==> src/rtl/cs_dec_pkg.sv <==
package cs_dec_pkg;
  localparam int unsigned ADDR_W   = 24;
  localparam int unsigned PAGE_LSB = 12;
  localparam int unsigned PAGE_W   = ADDR_W - PAGE_LSB;
  localparam int unsigned CODE_W   = 4;
  localparam int unsigned MAX_CODE = 10;
  localparam int unsigned SEG_LSB  = 16;
  localparam int unsigned SEG_W    = 6;
  localparam int unsigned SPACE_W  = 2;
  localparam int unsigned NUM_WIN  = 4;
  localparam int unsigned NUM_CS   = 4;
endpackage

==> src/rtl/cs_win_match.sv <==
module cs_win_match #(
  parameter int unsigned PAGE_W   = 12,
  parameter int unsigned CODE_W   = 4,
  parameter int unsigned MAX_CODE = 10
) (
  input  logic [PAGE_W-1:0] page_i,
  input  logic              en_i,
  input  logic [PAGE_W-1:0] base_i,
  input  logic [CODE_W-1:0] code_i,
  output logic              hit_o
);
  logic [CODE_W-1:0] code_c;
  logic [PAGE_W-1:0] keep;

  // codes past the largest window clamp to it
  always_comb begin
    code_c = (code_i > CODE_W'(MAX_CODE)) ? CODE_W'(MAX_CODE) : code_i;
    for (int j = 0; j < PAGE_W; j++) begin
      keep[j] = (j >= int'(code_c));
    end
  end

  assign hit_o = en_i && (((page_i ^ base_i) & keep) == '0);
endmodule

==> src/rtl/cs_prio_sel.sv <==
module cs_prio_sel #(
  parameter int unsigned NUM_WIN = 4,
  localparam int unsigned IDX_W  = $clog2(NUM_WIN + 1)
) (
  input  logic [NUM_WIN-1:0] hit_i,
  output logic [IDX_W-1:0]   idx_o
);
  // later (higher) windows overwrite earlier ones
  always_comb begin
    idx_o = '0;
    for (int k = 0; k < NUM_WIN; k++) begin
      if (hit_i[k]) idx_o = IDX_W'(k + 1);
    end
  end
endmodule

==> src/rtl/cs_line_map.sv <==
module cs_line_map #(
  parameter int unsigned NUM_WIN = 4,
  parameter int unsigned NUM_CS  = 4,
  localparam int unsigned IDX_W  = $clog2(NUM_WIN + 1)
) (
  input  logic [IDX_W-1:0]  idx_i,
  output logic [NUM_CS-1:0] cs_n_o
);
  for (genvar g = 0; g < NUM_CS; g++) begin : g_line
    assign cs_n_o[g] = (idx_i != IDX_W'(g));
  end
endmodule

==> src/rtl/cs_seg_mask.sv <==
module cs_seg_mask #(
  parameter int unsigned SEG_W   = 6,
  parameter int unsigned SPACE_W = 2
) (
  input  logic [SEG_W-1:0]   seg_i,
  input  logic [SPACE_W-1:0] space_i,
  output logic [SEG_W-1:0]   seg_o
);
  // two address lines per step of space size
  always_comb begin
    for (int j = 0; j < SEG_W; j++) begin
      seg_o[j] = seg_i[j] && (j < 2 * int'(space_i));
    end
  end
endmodule

==> src/rtl/cs_window_decoder.sv <==
module cs_window_decoder
  import cs_dec_pkg::*;
#(
  parameter int unsigned N_WIN  = NUM_WIN,
  parameter int unsigned N_CS   = NUM_CS,
  localparam int unsigned IDX_W = $clog2(N_WIN + 1)
) (
  input  logic                     clk_i,
  input  logic                     rst_ni,
  input  logic [ADDR_W-1:0]        addr_i,
  input  logic                     valid_i,
  input  logic [N_WIN-1:0]         win_en_i,
  input  logic [N_WIN*PAGE_W-1:0]  win_base_i,
  input  logic [N_WIN*CODE_W-1:0]  win_size_i,
  input  logic                     cs_unlatched_i,
  input  logic [SPACE_W-1:0]       space_sel_i,
  output logic [IDX_W-1:0]         sel_idx_o,
  output logic [N_CS-1:0]          cs_n_o,
  output logic [SEG_W-1:0]         seg_o
);
  logic [N_WIN-1:0] hit;
  logic [N_CS-1:0]  cs_dec;
  logic [N_CS-1:0]  cs_q;
  logic             valid_q;

  for (genvar k = 0; k < N_WIN; k++) begin : g_win
    cs_win_match #(.PAGE_W(PAGE_W), .CODE_W(CODE_W), .MAX_CODE(MAX_CODE)) i_match (
      .page_i (addr_i[ADDR_W-1:PAGE_LSB]),
      .en_i   (win_en_i[k]),
      .base_i (win_base_i[k*PAGE_W +: PAGE_W]),
      .code_i (win_size_i[k*CODE_W +: CODE_W]),
      .hit_o  (hit[k])
    );
  end

  cs_prio_sel #(.NUM_WIN(N_WIN)) i_prio (
    .hit_i (hit),
    .idx_o (sel_idx_o)
  );

  cs_line_map #(.NUM_WIN(N_WIN), .NUM_CS(N_CS)) i_map (
    .idx_i  (sel_idx_o),
    .cs_n_o (cs_dec)
  );

  cs_seg_mask #(.SEG_W(SEG_W), .SPACE_W(SPACE_W)) i_seg (
    .seg_i   (addr_i[SEG_LSB +: SEG_W]),
    .space_i (space_sel_i),
    .seg_o   (seg_o)
  );

  // capture on strobe rise, release on strobe low
  always_ff @(posedge clk_i or negedge rst_ni) begin
    if (!rst_ni) begin
      valid_q <= 1'b0;
      cs_q    <= '1;
    end else begin
      valid_q <= valid_i;
      if (!valid_i)      cs_q <= '1;
      else if (!valid_q) cs_q <= cs_dec;
    end
  end

  assign cs_n_o = cs_unlatched_i ? cs_dec : cs_q;
endmodule

==> config.mk <==
export PLATFORM = sky130hd
export DESIGN_NAME = cs_window_decoder
export DESIGN_NICKNAME = d
export VERILOG_FILES = /design/src/rtl/cs_dec_pkg.sv /design/src/rtl/cs_win_match.sv /design/src/rtl/cs_prio_sel.sv /design/src/rtl/cs_line_map.sv /design/src/rtl/cs_seg_mask.sv /design/src/rtl/cs_window_decoder.sv
export SDC_FILE = /design/constraint.sdc
export NUM_CORES = 1
export LEC_CHECK = 0
export ABC_CLOCK_PERIOD_IN_PS = 3800
export BUFFER_PORTS_ARGS = -buffer_cell sky130_fd_sc_hd__buf_2
export CORE_MARGIN = 10
export CORE_UTILIZATION = 41
export DETAILED_ROUTE_END_ITERATION = 7
export PLACE_DENSITY_LB_ADDON = 0.25
export SETUP_SLACK_MARGIN = 0.15
export SYNTH_ARGS = -nofsm -noshare
export SYNTH_HDL_FRONTEND = slang
export SYNTH_SLANG_ARGS = --single-unit
==> constraint.sdc <==
create_clock -name clk_i -period 3.8 [get_ports clk_i]
set_clock_uncertainty 0.2 [all_clocks]
set_input_delay 0.57 -clock clk_i [delete_from_list [all_inputs] [get_ports clk_i]]
set_output_delay 0.57 -clock clk_i [all_outputs]
set_load 0.02 [all_outputs]
-- Word-level counts from Yosys, hierarchy flattened
Cells that the tools add are included.
Widths: inputs -> output; s select.
- output and inout port bits: 13
- input port bits: 98
- logic and storage cells: 98
- flip-flop bits (word level): 5
- mux-type cells: 11
- bitwise operators: 8
- $lt $le $gt $ge: 58
- eq/ne operators: 4
- reductions and logical operators: 15
- operator list (cell ; count):
    $ge 3x4->1 const A ; 16
    $ge 4x4->1 const A ; 16
    $and 12x12->12 ; 4
    $logic_not 12->1 ; 4
    $xor 12x12->12 ; 4
    $ge 1x4->1 const A ; 8
    $ge 2x4->1 const A ; 8
    $mux 4 ; 7
    $gt 4x4->1 const B ; 4
    $logic_and 1x1->1 ; 10
    $lt 1x3->1 const A ; 2
    $lt 2x3->1 const A ; 2
    $lt 3x3->1 const A ; 2
    $ne 3x2->1 const B ; 2
    $mux 2 ; 2
    $mux 3 ; 1
    $ne 3x1->1 const B ; 1
    $reduce_bool 3->1 ; 1
    $ne 2x2->1 const B ; 1
    $mux 1 ; 1

-- Longest topological paths before layout
Gate-level depths: netlist of run 1.
- word-level depth: 13
- gate-level depth with buffers: 7
- mapped depth without buffers: 6

-- By module
A second synthesis of run 1 with hierarchy kept.
- cells, all modules: 134
- area, all modules: 1144.8 um^2
- by module, submodules not included (module ; area each (um^2) ; sequential area each (um^2) ; instances ; cells each):
    cs_win_match ; 198.9 ; 0.0 ; 4 ; 25
    cs_window_decoder ; 241.5 ; 130.1 ; 1 ; 18
    cs_seg_mask ; 42.5 ; 0.0 ; 1 ; 6
    cs_prio_sel ; 33.8 ; 0.0 ; 1 ; 6
    cs_line_map ; 31.3 ; 0.0 ; 1 ; 4

-- Worst setup path before layout of run 1
No wires, ideal clock.
- kind: input -> output
- start point: input addr_i[18]
- end point: output cs_n_o[0]
- stages: 7
- arrival: 2161 ps
- required time: 3030 ps
- path buffers: 1
- slack: 869 ps
- path through: buf_2 xor2_1 a222oi_1 a31oi_1 nor3_4 nor2_2 a31oi_1
- elaborated cells between the ends (all ways): 22
- those cells by class: mux (5); bitwise (8); reduce/logical (9)
- RTL lines (item ; line ; source):
    start: declaration ; cs_window_decoder.sv:10 ; input logic [ADDR_W-1:0] addr_i,
    $xor 12x12->12 ; cs_win_match.sv:23 ; assign hit_o = en_i && (((page_i ^ base_i) & keep) == '0);
    $and 12x12->12 ; cs_win_match.sv:23 ;
    $logic_not 12->1 ; cs_win_match.sv:23 ;
    $logic_and 1x1->1 ; cs_win_match.sv:23 ;
    named net g_win[3].i_match.hit_o ; cs_win_match.sv:10 ; output logic hit_o
    $mux 3 ; cs_prio_sel.sv:12 ; if (hit_i[k]) idx_o = IDX_W'(k + 1);
    $reduce_bool 3->1 ; cs_line_map.sv:10 ; assign cs_n_o[g] = (idx_i != IDX_W'(g));
    $mux 4 ; cs_window_decoder.sv:64 ; assign cs_n_o = cs_unlatched_i ? cs_dec : cs_q;
    end: declaration ; cs_window_decoder.sv:18 ; output logic [N_CS-1:0] cs_n_o,
The timed path passes the listed nets, and every way through them passes these cells.

-- Worst setup path in the final report of run 1
- start point: input addr_i[18]
- end point: output cs_n_o[1]
- word-level cells in the longest chain between the ends: 10
- elaborated cells between the ends (all ways): 22
- those cells by class: eq/ne (1); mux (5); bitwise (8); reduce/logical (8)
- RTL lines (item ; line):
    $xor 12x12->12 ; cs_win_match.sv:23
    $and 12x12->12 ; cs_win_match.sv:23
    $logic_not 12->1 ; cs_win_match.sv:23
    $logic_and 1x1->1 ; cs_win_match.sv:23
    $mux 1 ; cs_prio_sel.sv:12
    $mux 2 (2 in series) ; cs_prio_sel.sv:12
    $mux 3 (*) ; cs_prio_sel.sv:12
    $ne 3x1->1 (*) ; cs_line_map.sv:10
    $mux 4 (*) ; cs_window_decoder.sv:64
Every way passes the cells marked *; elsewhere a longest branch is shown, timed or not.

==> impl_metrics.yaml, run 1 <==
yosys:
  syn_inst: 164
  ys_warn_count: 0
  synth_seq_area_share_pct: 10.6
  synth.net_count: 262
  synth.top_cell.area_share_pct: 22.2
  synth_edf_count: 0
  avgSynthCellArea_um2: 7.46
  synthArstFlopShare_pct: 100
  synth_area_mm2: 0.00122
  synthTopCellsByArea: "xnor2_1, xor2_1, dfstp_2"
  synthFlopType: "dfstp_2"
  synth-seq-cells: 5
  yosysMostFrequentCell: "xnor2_1"
  yosys.area.top_type: "xnor2_1"
  synth_commonest_cells: "xnor2_1, xor2_1, nor2_1, nand2_1"
  synth_cell_type_count: 45
cts:
  root_buffer: "clkbuf_4"
  post_cts_buffers: 0
  cts.sinks: 5
  tritoncts: "built"
  clkLatencyLatePin_ns: 0.24
  htreeDepth: 1
  clock_path_buffers: 2
  clkTransAtPathRegs_ns: 0.04
  cts_buffers: 3
global_route:
  gr-total-overflow: 0
  antenna_found_initial: 0
  track_usage_pct: 16.2
  grt_max_degree: 9
  grt_pass1_vias: 1616
  grt_pass1_wl_um: 7200
placement:
  placed_area_mm2: 0.00171
  port_buffers: 98
  dp.final_hpwl_um: 3990
  place.gp.congestion: 0.872
pwr:
  pwr_density_cell_mw_per_mm2: 174
  p_sw_uw: 115
  power.share.clock_pct: 19.7
  p_seq_share_pct: 19.2
  pwr-share-comb_pct: 61.1
  ir_drop_mv: 0.0840
  total_power_uw: 303
  switching_share_pct: 37.9
  cellLeakagePower_nw: 0.818
  p_int_uw: 188
timing:
  worst_pin_slew_ns: 0.399
  fmax_ghz: 0.327
  timing.setup.tns_ns: 0
  finalHoldViolations: 0
  slew_viol_final: 0
  setup_viol: 0
  rsz0062_at_grt: "no"
  min_period_ns: 3.06
  max_slew_margin_pct: 73.4
  fin_crit_sh_pct: 80.5
  holdWs_ns: 0.293
cells_and_area:
  final_area_mm2: 0.00174
  diodes: 0
  nets: 356
  seq_area_um2: 130
  multi_input_area_mm2: 0.00104
  fillers: 302
  final_util_pct: 62.1
  syn2layout_area_growth_pct: 42.4
  drive_gt1_share_pct: 42.8
setup_path:
  cp_num_buf_inv: 2
  crit_arrival_ns: 2.29
  slowest_delay_ns: 0.37
  crit_path_frequent_cell: "buf_2"
  crit_slowest_cell: "nor3_4"
  rr_startpoint: "valid_q"
  crit_type: "in -> out"
  crit_path_cell_trace: "buf_2 -> xor2_1 -> a222oi_1 -> a31oi_1 -> nor3_4 -> nor2_2 -> a41oi_2 -> buf_2"
  worstSetupEndpointType: "output pin"
  crit_required_ns: 3.03
  critical_path.top_delay_family: "compound AO/OA/AOI/OAI gates"
  path_max_fanout: 8
  critPathLaunch: "addr_i[18]"
  cp-start-kind: "input port"
floorplan:
  core_mm2: 0.00281
  initial_utilization_pct: 43.6
  die_x_um: 74.6
  ioPinCount: 111
  die_area_mm2: 0.00557
  rows: 19
  die_h_um: 74.6
min_path:
  hold_path.class: "in -> reg"
  holdCritStartpoint: "valid_i"
route:
  dr.pass1.iters: 4
  drt-wirelength-per-cell_um: 15.5
  wl_um: 4470
  drc: 0
  drt_iter0_drc: 90
  final_antenna_net_count: 0
  vias: 1482
  vias_per_cell: 5.15
job:
  drv_cap: 0
outcome:
  status: "finished, final reports clean"
cell usage in the layout, fill, tap and decap left out, types with 2 or more instances in the layout:
master,netlist,routed
nor4_1,2,2
nor2_1,16,16
nor3b_1,2,2
nand3_1,3,3
o21a_1,8,8
xor2_1,17,17
and2_1,2,2
a211oi_1,2,2
a22oi_1,2,2
xnor2_1,31,31
a21oi_1,8,8
a221oi_1,2,2
o21ai_0,5,5
dfstp_2,4,4
buf_2,4,98
a31oi_1,5,5
a2bb2oi_1,2,2
o211ai_1,3,3
and3_1,3,3
nor2b_1,4,4
inv_1,3,3
o21ai_1,2,2
nand2_1,9,9
clkbuf_4,0,3
repair_timing:
action	CTS	global route
hold buffers	1	0
hold endpoints to repair	1	0
resized for setup	0	0
power groups by stage:
stage	combinational, mW	sequential, mW	clock (mW)
final	0.185	0.0582	0.0597
after floorplan	0.107	0.0583	0
after global placement	0.183	0.0588	0
after global routing	0.207	0.0585	0.0653
after CTS	0.187	0.0581	0.0627
after detailed placement	0.185	0.0587	0
stage by stage:
stage,instances,setup WS (ns)
after floorplan,164,0.869
after global placement,283,0.737
after detailed placement,283,0.732
after CTS,288,0.726
after global routing,288,0.556
final,288,0.740
path summary, 6_finish.rpt:
kind	to	slack (ns)	cells past startpoint
setup / recovery	cs_n_o[1]	0.74	8
max in group asynchronous	cs_q[3]	2.67	2
min in group asynchronous	valid_q	0.52	2
hold reg to reg	cs_q[1]	0.30	2
setup reg to reg	cs_q[0]	2.64	3
hold / removal	valid_q	0.29	1
layout make-up:
type                       count  share of cell area, %
timing repair buffer          99                   28.7
multi-input combinational    146                   59.4
sequential                     5                   7.47
inverter                       3                  0.646
tap                           31                   2.23
clock buffer                   4                   1.51
state kept, by name (all words and copies together), names as in the netlist:
signal / flops
valid_q: 1
cs_q: 4
cells by family after synthesis:
logic type	synth area share [%]
flip-flops	10.6
XOR/XNOR	34.4
buffers and inverters	4.70
AND/OR/NAND/NOR	20.2
AO/OA/AOI/OAI	30.1
layer usage:
| layer | vias to the layer above | share of wire [%] | GRT usage, % |
|---|---|---|---|
| met5 | - | 0 | 0 |
| met4 | 0 | 0.63 | 4.62 |
| met3 | 2 | 12 | 6.57 |
| met2 | 60 | 49 | 29.4 |
| met1 | 650 | 38 | 17.0 |
| li1 | 770 | - | - |
worst register-to-register path: stages, from the launching register on:
cell,delay [ns]
dfrtp_1,0.41
nor2b_1,0.20
nor3b_1,0.20
a21oi_1,0.09
Power figures use the tool's default switching activity.
==> run 2, diff against run 1 <==
--- a/config.mk
+++ b/config.mk
@@ -5,10 +5,10 @@
 export SDC_FILE = /design/constraint.sdc
 export NUM_CORES = 1
 export LEC_CHECK = 0
-export ABC_CLOCK_PERIOD_IN_PS = 3800
+export ABC_CLOCK_PERIOD_IN_PS = 2500
 export BUFFER_PORTS_ARGS = -buffer_cell sky130_fd_sc_hd__buf_2
 export CORE_MARGIN = 10
-export CORE_UTILIZATION = 41
+export CORE_UTILIZATION = 34
 export DETAILED_ROUTE_END_ITERATION = 7
 export PLACE_DENSITY_LB_ADDON = 0.25
 export SETUP_SLACK_MARGIN = 0.15
==> constraint.sdc (replaced) <==
create_clock -name clk_i -period 2.5 [get_ports clk_i]
set_clock_uncertainty 0.2 [all_clocks]
set_input_delay 0.375 -clock clk_i [delete_from_list [all_inputs] [get_ports clk_i]]
set_output_delay 0.375 -clock clk_i [all_outputs]
set_load 0.02 [all_outputs]
==> impl_metrics.yaml, run 2 (same netlist as run 1, synthesis figures left out) <==
setup_path:
  crit_required_ns: 1.92
  critical_path.top_delay_family: "compound AO/OA/AOI/OAI gates"
  crit_type: "in -> out"
  r2r_cells: 3
  worstSetupEndpointType: "output pin"
  cp-start-kind: "input port"
  crit_path_frequent_cell: "buf_6"
  cp_num_buf_inv: 4
  path_max_fanout: 4
  crit_slowest_cell: "a222oi_1"
  path_depth: 9
  slowest_delay_ns: 0.39
  crit_arrival_ns: 1.87
  crit_path_cell_trace: "buf_8 -> xor2_1 -> a222oi_1 -> a31oi_2 -> nor3_4 -> buf_4 -> buf_6 -> nor2_4 -> buf_6"
cts:
  clock_path_buffers: 2
  cts_buffers: 3
  tritoncts: "built"
  htreeDepth: 1
  cts.sinks: 5
  clkTransAtPathRegs_ns: 0.04
  clkLatencyLatePin_ns: 0.24
  root_buffer: "clkbuf_4"
floorplan:
  ioPinCount: 111
  rows: 21
  initial_utilization_pct: 35.8
  die_area_mm2: 0.00640
  die_h_um: 80.0
  die_x_um: 80.0
  core_mm2: 0.00342
route:
  vias: 1620
  drc: 0
  dr.pass1.iters: 4
  vias_per_cell: 5.03
  drt-wirelength-per-cell_um: 16.1
  final_antenna_net_count: 0
  wl_um: 5180
  drt_iter0_drc: 42
cells_and_area:
  largest_register: "cs_q"
  final_area_mm2: 0.00213
  final_cell_count_no_fill: 322
  layout_common_cells: "buf_2, xnor2_1, buf_4, xor2_1, nor2_1"
  drive_gt1_share_pct: 52.9
  syn2layout_area_growth_pct: 74.4
  diodes: 0
  multi_input_area_mm2: 0.00118
  final_common_cell: "buf_2"
  fillers: 337
  seq_area_um2: 130
  nets: 375
  final_util_pct: 62.5
  largest_reg_flops: 4
  largestRegisters: "cs_q (4), valid_q (1)"
pwr:
  pwr_density_cell_mw_per_mm2: 249
  cellLeakagePower_nw: 0.971
  total_power_uw: 532
  ir_drop_mv: 0.182
placement:
  dp_cells: 311
  placed_area_mm2: 0.00188
  place.gp.congestion: 0.869
  port_buffers: 98
  dp.final_hpwl_um: 4320
  dp_slack_ns: -0.0796
timing:
  fmax_ghz: 0.409
  fin_crit_sh_pct: 97.9
  timing.final.ws_setup_ns: 0.0522
  timing.setup.tns_ns: 0
  max_slew_margin_pct: 75.0
  rsz0062_at_grt: "yes"
  worst_pin_slew_ns: 0.371
  finalHoldViolations: 0
  holdWs_ns: 0.0983
  setup_viol: 0
  slew_viol_final: 0
  min_period_ns: 2.45
min_path:
  whs_path_depth: 1
  hold_path.class: "in -> reg"
global_route:
  grt_pass1_wl_um: 7820
  track_usage_pct: 15.1
  grt_pass1_vias: 1697
  grt_max_degree: 9
  gr-total-overflow: 0
  antenna_found_initial: 0
outcome:
  status: "finished, final reports clean"
job:
  drv_cap: 0
## run 2: changes by cell type in the layout (fill, tap and decap cells not counted), moves of 3 or more
cell,change
buf_6,+13
buf_2,-13
a21oi_1,-3
buf_4,+18
a31oi_1,-3
## run 2: per-layer routing
layer | routed length (um) | GRT usage (%) | part of all wire, %
met5 | 0 | 0 | 0
met4 | 61 | 3.87 | 1.2
met3 | 484 | 5.97 | 9.3
met2 | 2680 | 27.0 | 52
met1 | 1960 | 15.9 | 38
## run 2: cell type report
class                   instances  share of cell area [%]
well taps                      46                    2.70
multi-input cells             146                    55.2
flip-flops and latches          5                    6.10
inverters                       3                   0.528
clock buffers                   4                    1.23
repair buffers                118                    34.3
## run 2: power by group
part | total [mW] | switching (mW) | internal [mW]
Sequential | 0.0889 | 0.00271 | 0.0862
Clock | 0.0926 | 0.0323 | 0.0603
Combinational | 0.351 | 0.169 | 0.182
## run 2: what timing repair did
item / in CTS / in global routing
buffers inserted: 3 / 3
endpoints found under the hold margin: 5 / 0
gates resized for setup: 26 / 17
pin swaps: 11 / 2
endpoints found under the setup margin: 7 / 7
hold buffers: 1 / 0
## run 2: final timing paths
path | to | slack [ns] | startpoint
max in group asynchronous | cs_q[1] | 1.62 | rst_ni
hold reg to reg | cs_q[1] | 0.31 | cs_q[1]
hold / removal | valid_q | 0.1 | valid_i
setup reg to reg | cs_q[0] | 1.29 | valid_q
setup / recovery | sel_idx_o[1] | 0.05 | addr_i[18]
min in group asynchronous | valid_q | 0.27 | rst_ni
